===== src/rtl/i2cx_pkg.sv =====
package i2cx_pkg;
    localparam int BYTE_W = 8;
    localparam int ADDR_W = 7;
    localparam int CNT_W  = $clog2(BYTE_W + 1);

    typedef enum logic [2:0] {
        PH_IDLE,
        PH_ADDR,
        PH_ADDR_ACK,
        PH_WR_DATA,
        PH_WR_ACK,
        PH_RD_DATA,
        PH_RD_ACK,
        PH_SKIP
    } phase_e;

    typedef struct packed {
        phase_e              phase;
        logic [CNT_W-1:0]    bitcnt;
        logic [BYTE_W-1:0]   shreg;
        logic                rw;
        logic                flag_sel;
        logic                nack;
        logic                pull;
        logic [BYTE_W-1:0]   mask;
        logic                ack_stb;
        logic                stop_stb;
    } ctrl_t;
endpackage


===== src/rtl/i2cx_sync.sv =====
module i2cx_sync #(
    parameter int   STAGES  = 2,
    parameter logic RST_VAL = 1'b1
) (
    input  logic clk,
    input  logic rst_n,
    input  logic d_i,
    output logic q_o
);
    logic [STAGES-1:0] chain_d, chain_q;

    always_comb begin
        chain_d = {chain_q[STAGES-2:0], d_i};
    end

    always_ff @(posedge clk or negedge rst_n) begin
        if (!rst_n) chain_q <= {STAGES{RST_VAL}};
        else        chain_q <= chain_d;
    end

    assign q_o = chain_q[STAGES-1];
endmodule


===== src/rtl/i2cx_bus_events.sv =====
module i2cx_bus_events (
    input  logic clk,
    input  logic rst_n,
    input  logic scl_s_i,
    input  logic sda_s_i,
    output logic scl_rise_o,
    output logic scl_fall_o,
    output logic start_o,
    output logic stop_o
);
    typedef struct packed {
        logic scl;
        logic sda;
    } prev_t;

    prev_t prev_d, prev_q;

    always_comb begin
        prev_d.scl = scl_s_i;
        prev_d.sda = sda_s_i;
    end

    always_ff @(posedge clk or negedge rst_n) begin
        if (!rst_n) prev_q <= '{scl: 1'b1, sda: 1'b1};
        else        prev_q <= prev_d;
    end

    assign scl_rise_o = scl_s_i & ~prev_q.scl;
    assign scl_fall_o = ~scl_s_i & prev_q.scl;
    assign start_o    = scl_s_i & prev_q.scl & prev_q.sda & ~sda_s_i;
    assign stop_o     = scl_s_i & prev_q.scl & ~prev_q.sda & sda_s_i;
endmodule


===== src/rtl/i2cx_ctrl.sv =====
module i2cx_ctrl
    import i2cx_pkg::*;
(
    input  logic              clk,
    input  logic              rst_n,
    input  logic              sda_s_i,
    input  logic              scl_rise_i,
    input  logic              scl_fall_i,
    input  logic              start_i,
    input  logic              stop_i,
    input  logic [ADDR_W-1:0] dev_addr_i,
    input  logic [BYTE_W-1:0] port_snap_i,
    input  logic [BYTE_W-1:0] trans_flags_i,
    output logic              sda_pull_o,
    output logic [BYTE_W-1:0] irq_mask_o,
    output logic              ack_strobe_o,
    output logic              stop_strobe_o,
    output logic              rd_busy_o
);
    localparam logic [CNT_W-1:0] FULL_CNT = CNT_W'(BYTE_W);
    localparam logic [CNT_W-1:0] LAST_TX  = CNT_W'(BYTE_W - 1);

    ctrl_t q, d;
    logic [BYTE_W-1:0] next_tx;

    always_comb begin
        d          = q;
        d.ack_stb  = 1'b0;
        d.stop_stb = 1'b0;
        // flag_sel names the byte just sent; the next byte is the other one
        next_tx    = q.flag_sel ? port_snap_i : trans_flags_i;

        if (stop_i) begin
            d.phase    = PH_IDLE;
            d.pull     = 1'b0;
            d.stop_stb = 1'b1;
        end else if (start_i) begin
            d.phase  = PH_ADDR;
            d.bitcnt = '0;
            d.pull   = 1'b0;
        end else begin
            unique case (q.phase)
                PH_ADDR: begin
                    if (scl_rise_i) begin
                        d.shreg  = {q.shreg[BYTE_W-2:0], sda_s_i};
                        d.bitcnt = q.bitcnt + 1'b1;
                    end else if (scl_fall_i && q.bitcnt == FULL_CNT) begin
                        if (q.shreg[BYTE_W-1:1] == dev_addr_i) begin
                            d.rw    = q.shreg[0];
                            d.pull  = 1'b1;
                            d.phase = PH_ADDR_ACK;
                        end else begin
                            d.phase = PH_SKIP;
                        end
                    end
                end
                PH_ADDR_ACK: begin
                    if (scl_rise_i) begin
                        d.ack_stb = 1'b1;
                    end else if (scl_fall_i) begin
                        d.bitcnt   = '0;
                        d.flag_sel = 1'b0;
                        if (q.rw) begin
                            d.phase = PH_RD_DATA;
                            d.shreg = port_snap_i;
                            d.pull  = ~port_snap_i[BYTE_W-1];
                        end else begin
                            d.phase = PH_WR_DATA;
                            d.pull  = 1'b0;
                        end
                    end
                end
                PH_WR_DATA: begin
                    if (scl_rise_i) begin
                        d.shreg  = {q.shreg[BYTE_W-2:0], sda_s_i};
                        d.bitcnt = q.bitcnt + 1'b1;
                    end else if (scl_fall_i && q.bitcnt == FULL_CNT) begin
                        d.mask  = q.shreg;
                        d.pull  = 1'b1;
                        d.phase = PH_WR_ACK;
                    end
                end
                PH_WR_ACK: begin
                    if (scl_fall_i) begin
                        d.pull   = 1'b0;
                        d.bitcnt = '0;
                        d.phase  = PH_WR_DATA;
                    end
                end
                PH_RD_DATA: begin
                    if (scl_fall_i) begin
                        if (q.bitcnt == LAST_TX) begin
                            d.pull   = 1'b0;
                            d.bitcnt = '0;
                            d.phase  = PH_RD_ACK;
                        end else begin
                            d.shreg  = {q.shreg[BYTE_W-2:0], 1'b0};
                            d.pull   = ~q.shreg[BYTE_W-2];
                            d.bitcnt = q.bitcnt + 1'b1;
                        end
                    end
                end
                PH_RD_ACK: begin
                    if (scl_rise_i) begin
                        d.nack    = sda_s_i;
                        d.ack_stb = ~sda_s_i & q.flag_sel;
                    end else if (scl_fall_i) begin
                        if (q.nack) begin
                            d.phase = PH_SKIP;
                            d.pull  = 1'b0;
                        end else begin
                            d.flag_sel = ~q.flag_sel;
                            d.shreg    = next_tx;
                            d.pull     = ~next_tx[BYTE_W-1];
                            d.bitcnt   = '0;
                            d.phase    = PH_RD_DATA;
                        end
                    end
                end
                default: begin
                    d.pull = 1'b0;
                end
            endcase
        end
    end

    always_ff @(posedge clk or negedge rst_n) begin
        if (!rst_n) begin
            q <= '{phase: PH_IDLE, bitcnt: '0, shreg: '0, rw: 1'b0,
                   flag_sel: 1'b0, nack: 1'b0, pull: 1'b0, mask: '0,
                   ack_stb: 1'b0, stop_stb: 1'b0};
        end else begin
            q <= d;
        end
    end

    assign sda_pull_o    = q.pull;
    assign irq_mask_o    = q.mask;
    assign ack_strobe_o  = q.ack_stb;
    assign stop_strobe_o = q.stop_stb;
    assign rd_busy_o     = (q.phase == PH_RD_DATA) || (q.phase == PH_RD_ACK);
endmodule


===== src/rtl/i2cx_expander_slave.sv =====
module i2cx_expander_slave #(
    parameter int SYNC_STAGES = 2
) (
    input  logic       clk,
    input  logic       rst_n,
    input  logic       scl_i,
    input  logic       sda_i,
    input  logic [6:0] dev_addr_i,
    input  logic [7:0] port_snap_i,
    input  logic [7:0] trans_flags_i,
    output logic       sda_pull_o,
    output logic [7:0] irq_mask_o,
    output logic       ack_strobe_o,
    output logic       stop_strobe_o,
    output logic       rd_busy_o
);
    logic scl_s, sda_s;
    logic scl_rise, scl_fall, start_evt, stop_evt;

    i2cx_sync #(.STAGES(SYNC_STAGES), .RST_VAL(1'b1)) u_sync_scl (
        .clk(clk), .rst_n(rst_n), .d_i(scl_i), .q_o(scl_s)
    );

    i2cx_sync #(.STAGES(SYNC_STAGES), .RST_VAL(1'b1)) u_sync_sda (
        .clk(clk), .rst_n(rst_n), .d_i(sda_i), .q_o(sda_s)
    );

    i2cx_bus_events u_events (
        .clk(clk), .rst_n(rst_n),
        .scl_s_i(scl_s), .sda_s_i(sda_s),
        .scl_rise_o(scl_rise), .scl_fall_o(scl_fall),
        .start_o(start_evt), .stop_o(stop_evt)
    );

    i2cx_ctrl u_ctrl (
        .clk(clk), .rst_n(rst_n),
        .sda_s_i(sda_s),
        .scl_rise_i(scl_rise), .scl_fall_i(scl_fall),
        .start_i(start_evt), .stop_i(stop_evt),
        .dev_addr_i(dev_addr_i),
        .port_snap_i(port_snap_i), .trans_flags_i(trans_flags_i),
        .sda_pull_o(sda_pull_o), .irq_mask_o(irq_mask_o),
        .ack_strobe_o(ack_strobe_o), .stop_strobe_o(stop_strobe_o),
        .rd_busy_o(rd_busy_o)
    );
endmodule


===== config.mk =====
export PLATFORM = sky130hd
export DESIGN_NAME = i2cx_expander_slave
export DESIGN_NICKNAME = d
export VERILOG_FILES = /design/src/rtl/i2cx_pkg.sv /design/src/rtl/i2cx_sync.sv /design/src/rtl/i2cx_bus_events.sv /design/src/rtl/i2cx_ctrl.sv /design/src/rtl/i2cx_expander_slave.sv
export SDC_FILE = /design/constraint.sdc
export NUM_CORES = 1
export LEC_CHECK = 0
export ABC_AREA = 1
export ABC_CLOCK_PERIOD_IN_PS = 3300
export BUFFER_PORTS_ARGS = -buffer_cell sky130_fd_sc_hd__clkbuf_2
export CAP_MARGIN = 20
export CORE_MARGIN = 3
export CORE_UTILIZATION = 28
export CTS_BUF_LIST = sky130_fd_sc_hd__clkbuf_4
export DETAILED_ROUTE_END_ITERATION = 16
export GPL_TIMING_DRIVEN = 0
export SLEW_MARGIN = 20
export SYNTH_ARGS = -nofsm -noshare
export SYNTH_HDL_FRONTEND = slang
export SYNTH_SLANG_ARGS = --single-unit

===== constraint.sdc =====
create_clock -name clk -period 3.3 [get_ports clk]
set_input_delay 0.825 -clock clk [delete_from_list [all_inputs] [get_ports clk]]
set_output_delay 0.825 -clock clk [all_outputs]
set_load 0.01 [all_outputs]

Word level (Yosys, flattened, before mapping):

Cells that the tools add are included.

* bits in registers: 35
* latch bits: 0
* bits in writable memories: 0
* memory bits (read-only): 0
* input bits: 27
* output and inout port bits: 12
* memories kept: 0

* add/subtract/negate cells: 1
* $mul: 0
* div/mod/pow operators: 0
* magnitude comparators: 0
* eq/ne operators: 37
* shifts and indexed selects: 0
* mux-type cells: 52
* bitwise logic cells: 19
* reductions and logical operators: 15

Operators with widths (count)
* 15-bit two-way mux: 5
* 7-bit one-hot mux with 6 select lines: 1
* 4-bit by 3-bit != test with 1-bit output (second input constant): 8
* 8-bit one-hot mux with 4 select lines: 1
* 12-bit two-way mux: 2
* 3-bit two-way mux: 8
* 8-bit two-way mux: 3
* 12-bit AND reduction: 2
* 1-bit two-way mux: 23
* 9-bit two-way mux: 2
* 4-bit != test (second input constant): 4
* 7-bit two-way mux: 2
* 3-bit by 2-bit != test with 1-bit output (second input constant): 4
* 1-bit NOT: 11
* 11-bit AND reduction: 1
* 2-bit by 1-bit != test with 1-bit output (second input constant): 5
* 3-bit == test (second input constant): 3
* 3-bit != test (second input constant): 3
* 9-bit AND reduction: 1
* 1-bit bitwise AND: 8
* 2-bit != test (second input constant): 4
* 8-bit AND reduction: 1
* 8-bit nonzero test: 1
* 7-bit == test: 1
* 18 further kinds: 20

Longest topological paths before layout:

* word-level depth: 8
* gate-level depth with buffers: 11

Modules after synthesis:

Synthesis repeated with hierarchy kept, for this count alone.

* cells, all modules: 358
* area total of the unflattened synthesis: 2466.1 um2

By module, submodules not included
* i2cx_ctrl: times used 1, cells an instance 341, area an instance 2267.2 um2, seq. area each 725.7 um2
* i2cx_sync: times used 2, cells an instance 2, area an instance 52.6 um2, seq. area each 52.6 um2
* i2cx_bus_events: times used 1, cells an instance 13, area an instance 93.8 um2, seq. area each 52.6 um2

Least setup slack after synthesis:

Ideal clock, no wire load.

* path kind: reg-to-reg
* from: register u_sync_scl.chain_q[1]
* to: register u_ctrl.q[26] (netlist bit)
* arrival time: 1519 ps
* path slack: 1661 ps
* stages on the path, launching flop included: 11
* clock period less this slack: 1639 ps
* cells stage by stage: dfstp_2 buf_2 inv_1 o21ai_0 nand2_1 nand2_1 nand2_1 nand2_1 nor2_4 nand3_1 nand2_1

* cells in the longest elaborated chain, start to end: 5
* elaborated cells between the ends (all ways): 24

RTL lines
* start: declaration: line i2cx_sync.sv:10 `logic [STAGES-1:0] chain_d, chain_q;`
* start signal: assignment: line i2cx_sync.sv:17 `if (!rst_n) chain_q <= {STAGES{RST_VAL}};`
* start signal: assignment: line i2cx_sync.sv:18 `else chain_q <= chain_d;`
* 1-bit bitwise AND or 1-bit NOT (tied branches): line i2cx_bus_events.sv:30, i2cx_bus_events.sv:31, i2cx_bus_events.sv:29
* 1-bit bitwise AND, on equally long branches: line i2cx_bus_events.sv:30, i2cx_bus_events.sv:29, i2cx_bus_events.sv:31
* 1-bit bitwise AND, or another cell as far along: line i2cx_bus_events.sv:30 `assign start_o = scl_s_i & prev_q.scl & prev_q.sda & ~sda_s_i;`
* 4-bit by 3-bit != test with 1-bit output (no line), or another cell as far along
* 12-bit AND reduction (no line) or 3-bit two-way mux (tied branches)
* end signal: assignment: line i2cx_ctrl.sv:129 `q <= '{phase: PH_IDLE, bitcnt: '0, shreg: '0, rw: 1'b0,`
* end: declaration: line i2cx_ctrl.sv:23 `ctrl_t q, d;`

Several ways; a longest one is shown, not always the timed one.
A chain may end at the register's enable or synchronous reset.

Worst setup path in the final report:

* from: register u_ctrl.q[27] (netlist bit)
* to: output port rd_busy_o

* cells in the longest elaborated chain, start to end: 2
* elaborated cells between the ends (all ways): 3

RTL lines
* 3-bit == test: line i2cx_ctrl.sv:141 `assign rd_busy_o = (q.phase == PH_RD_DATA) || (q.phase == PH_RD_ACK);`
* 1-bit logical OR *: line i2cx_ctrl.sv:141
* end: declaration: line i2cx_expander_slave.sv:15 `output logic rd_busy_o`

Every way passes the cells marked *; elsewhere a longest branch is shown, timed or not.

==> results.md <==
* Status: finished clean
* Non-Filler Instances at 492
* Final Max Slew Viols at 0
* Grt ovf at 0
* Synth async-reset ratio at 1.000
* Drt via density at 4.614
* Kind of end point of the critical path: primary output
* Warnings, synthesis at 0
* MaxCap Viol Count at 0
* Insertion delay of the later-clocked pin in the worst-skew pair at 0.36 ns
* Setup Skew at 0.01939 ns
* Flops & latches, synth at 35
* Largest net degree at the start of global routing at 36
* Slowest-stage cell, CP: dfrtp_1
* Routed Antenna Nets at 0
* Ports at 39
* Post-synth top area cell: dfrtp_1
* Fin crit share at 0.7115
* Syn Nets at 373
* Die width at 97.12 um
* Max Root-Sink Buffers at 2
* Post-cts resize count at 0
* Post-DP HPWL at 4717 um
* Syn_area_per_cell at 6.758 um2
* Synth cell types at 35
* Top-area cell type share of the netlist area at 0.3122
* Placed cell count at 484
* Worst path required time at 2.47 ns
* EDFF count, synth at 0
* Mapped cell area at 0.002325 mm2
* Largest stage delay on the critical path at 0.47 ns
* Peak VDD IR at 0.0003032 V
* Vias in the first global route at 2,164
* I/O Buffers at 38
* CP Launch Type: flip-flop
* Cell Chain, Critical Path: inv_2 -> nand3_2 -> nand2_1 -> clkbuf_2
* Crit Path Category: reg -> out
* Hold WC Path Type: reg -> reg
* Setup violations, final at 0
* Die area at 0.009432 mm2
* Critical Path Fanout Max at 10
* P&R area growth vs syn at 16.15%
* First-pass DRT Iterations at 4
* Fin nets at 418
* Unrepaired setup endpoints after global routing: false
* Vias at 2,270
* Cells taking the most area after synthesis: dfrtp_1, nand2_1, nor2_1
* Worst slew margin at 0.4118
* # clock sinks at 35
* Die Y at 97.12 um
* Worst slew pin tran at 0.8824 ns
* Final Critical Period at 2.348 ns
* ANT cells at 0
* Global placement routability congestion at 0.9126
* Core area at 0.007888 mm2
* DRC viols at 0
* Leakage at 1.456 nW
* Number of DRC markers in iteration 0 at 156
* Family with the most delay on the worst path: flip-flops
* GRT Util Overall at 0.1352
* Total CTS buffers at 5
* Cts hold-fix bufs at 0
* Initial antenna violation count at 0
* Worst-path clk slew at 0.13 ns
* Drt total wl at 6152 um
* Final TNS setup at 0 ns
* PwrDens at 791.1 mW/mm2
* Sequential area share after synthesis at 0.3800
* Post-Syn Instances at 344
* Hold Fails Final Rpt at 0
* WL/cell at 12.50 um
* CTS tree: done
* Setup repair bufs after CTS at 0
* Worst Path Arrival at 1.52 ns
* Clock Tree Root: clkbuf_4
* Core Rows at 32
* Initial Util at 0.2947
* Fmax at 425.9 MHz
* First-pass GRT wire length at 10,450 um
* CTS H-tree depth at 2
* Fraction of layout cells with a size suffix above 1 at 0.2205
* WP buf/inv at 2
* Synth Flop Type: dfrtp_1
[registers in the layout, indices dropped and copies added (netlist names)]
register	cells
u_ctrl.ack_strobe_o	1
u_ctrl.irq_mask_o	8
u_ctrl.q	18
u_ctrl.sda_pull_o	1
u_ctrl.stop_strobe_o	1
u_events.prev_q	2
u_sync_scl.chain_q	2
u_sync_sda.chain_q	2
[final cells by class]
cell class / instances / area, um2
buffer: 15 / 103.9
clock buffer: 7 / 52.55
clock inverter: 1 / 5.005
fill: 854 / 5187
inverter: 44 / 165.2
multi-input combinational: 250 / 1172
sequential: 35 / 883.3
tap: 102 / 127.6
timing repair buffer: 38 / 190.2
[synthesized netlist by cell type (all sizes together), types with 2 or more instances]
library cell / n
a21oi: 7
a31oi: 6
buf: 12
clkbuf: 3
dfrtp: 29
dfstp: 6
ha: 2
inv: 44
nand2: 108
nand3: 20
nand4: 4
nor2: 49
nor3: 4
o21ai: 39
o22ai: 2
[per-stage QoR]
stage | total power, mW | hold WS [ns] | area (um2) | utilization | worst slack (ns)
3_5_place_dp | 1.874 | 0.3479 | 2643 | 0.3350 | 1.377
6_report | 2.136 | 0.3480 | 2700 | 0.3423 | 0.9521
3_3_place_gp | 1.860 | 0.3467 | 2643 | 0.3350 | 1.361
2_1_floorplan | 1.575 | 0.3452 | 2325 | - | 1.661
5_1_grt | 2.361 | 0.3681 | 2700 | 0.3423 | 0.8760
4_1_cts | 2.138 | 0.3626 | 2700 | 0.3423 | 0.9622
[where the power goes]
part,switching [mW],internal [mW]
Combinational,0.798,0.437
Sequential,0.0995,0.542
Clock,0.160,0.0996
[metal layers]
metal / up-vias / share of wire / track usage
met2: 66 / 0.46 / 0.2182
met3: 10 / 0.052 / 0.02584
met5: - / 0 / 0
li1: 1184 / - / -
met1: 1010 / 0.47 / 0.1799
met4: 0 / 0.021 / 0.04968
[logic make-up (layout without fill, tap and decap cells)]
logic type               Yosys count  after routing  share of synthesized area
AO/OA/AOI/OAI                     60             60                     0.1410
XOR/XNOR                           1              1                   0.003768
adder cells (fa/ha/maj)            2              2                    0.01076
buffers and inverters             59            105                     0.1157
flip-flops                        35             35                     0.3800
AND/OR/NAND/NOR                  187            187                     0.3488
[placed cells by master, fill, tap and decap left out, drive strengths merged]
cell,synthesis,routed
clkinv,0,1
a21oi,7,7
o21ai,39,39
nor2b,1,1
o21bai,1,1
inv,44,44
o311ai,1,1
nand2,108,108
xnor2,1,1
nor3,4,4
o22ai,2,2
nor2,49,49
dfstp,6,6
dfrtp,29,29
o221ai,1,1
a22oi,1,1
o211ai,1,1
a31oi,6,6
ha,2,2
clkbuf,3,48
buf,12,12
nand3b,1,1
o31ai,1,1
nand3,20,20
nand4,4,4
[path summary, 6_finish.rpt]
path / depth (start not counted) / slack [ns] / end / startpoint
worst min-delay path: 0 / 0.35 / u_events.prev_q[1]$_DFF_PN1_ / u_sync_scl.chain_q[1]$_DFF_PN1_
min in group asynchronous: 1 / 0.56 / u_ctrl.q[11]$_DFFE_PN0P_ / rst_n
max in group asynchronous: 1 / 2.18 / u_ctrl.stop_strobe_o$_DFF_PN0_ / rst_n
worst max register to register: 7 / 1.32 / u_ctrl.q[17]$_DFFE_PN0P_ / u_sync_scl.chain_q[1]$_DFF_PN1_
worst max-delay path: 4 / 0.95 / rd_busy_o / u_ctrl.q[27]$_DFFE_PN0P_
worst min register to register: 0 / 0.35 / u_events.prev_q[1]$_DFF_PN1_ / u_sync_scl.chain_q[1]$_DFF_PN1_
No activity file was read; power rests on OpenSTA's default activity.
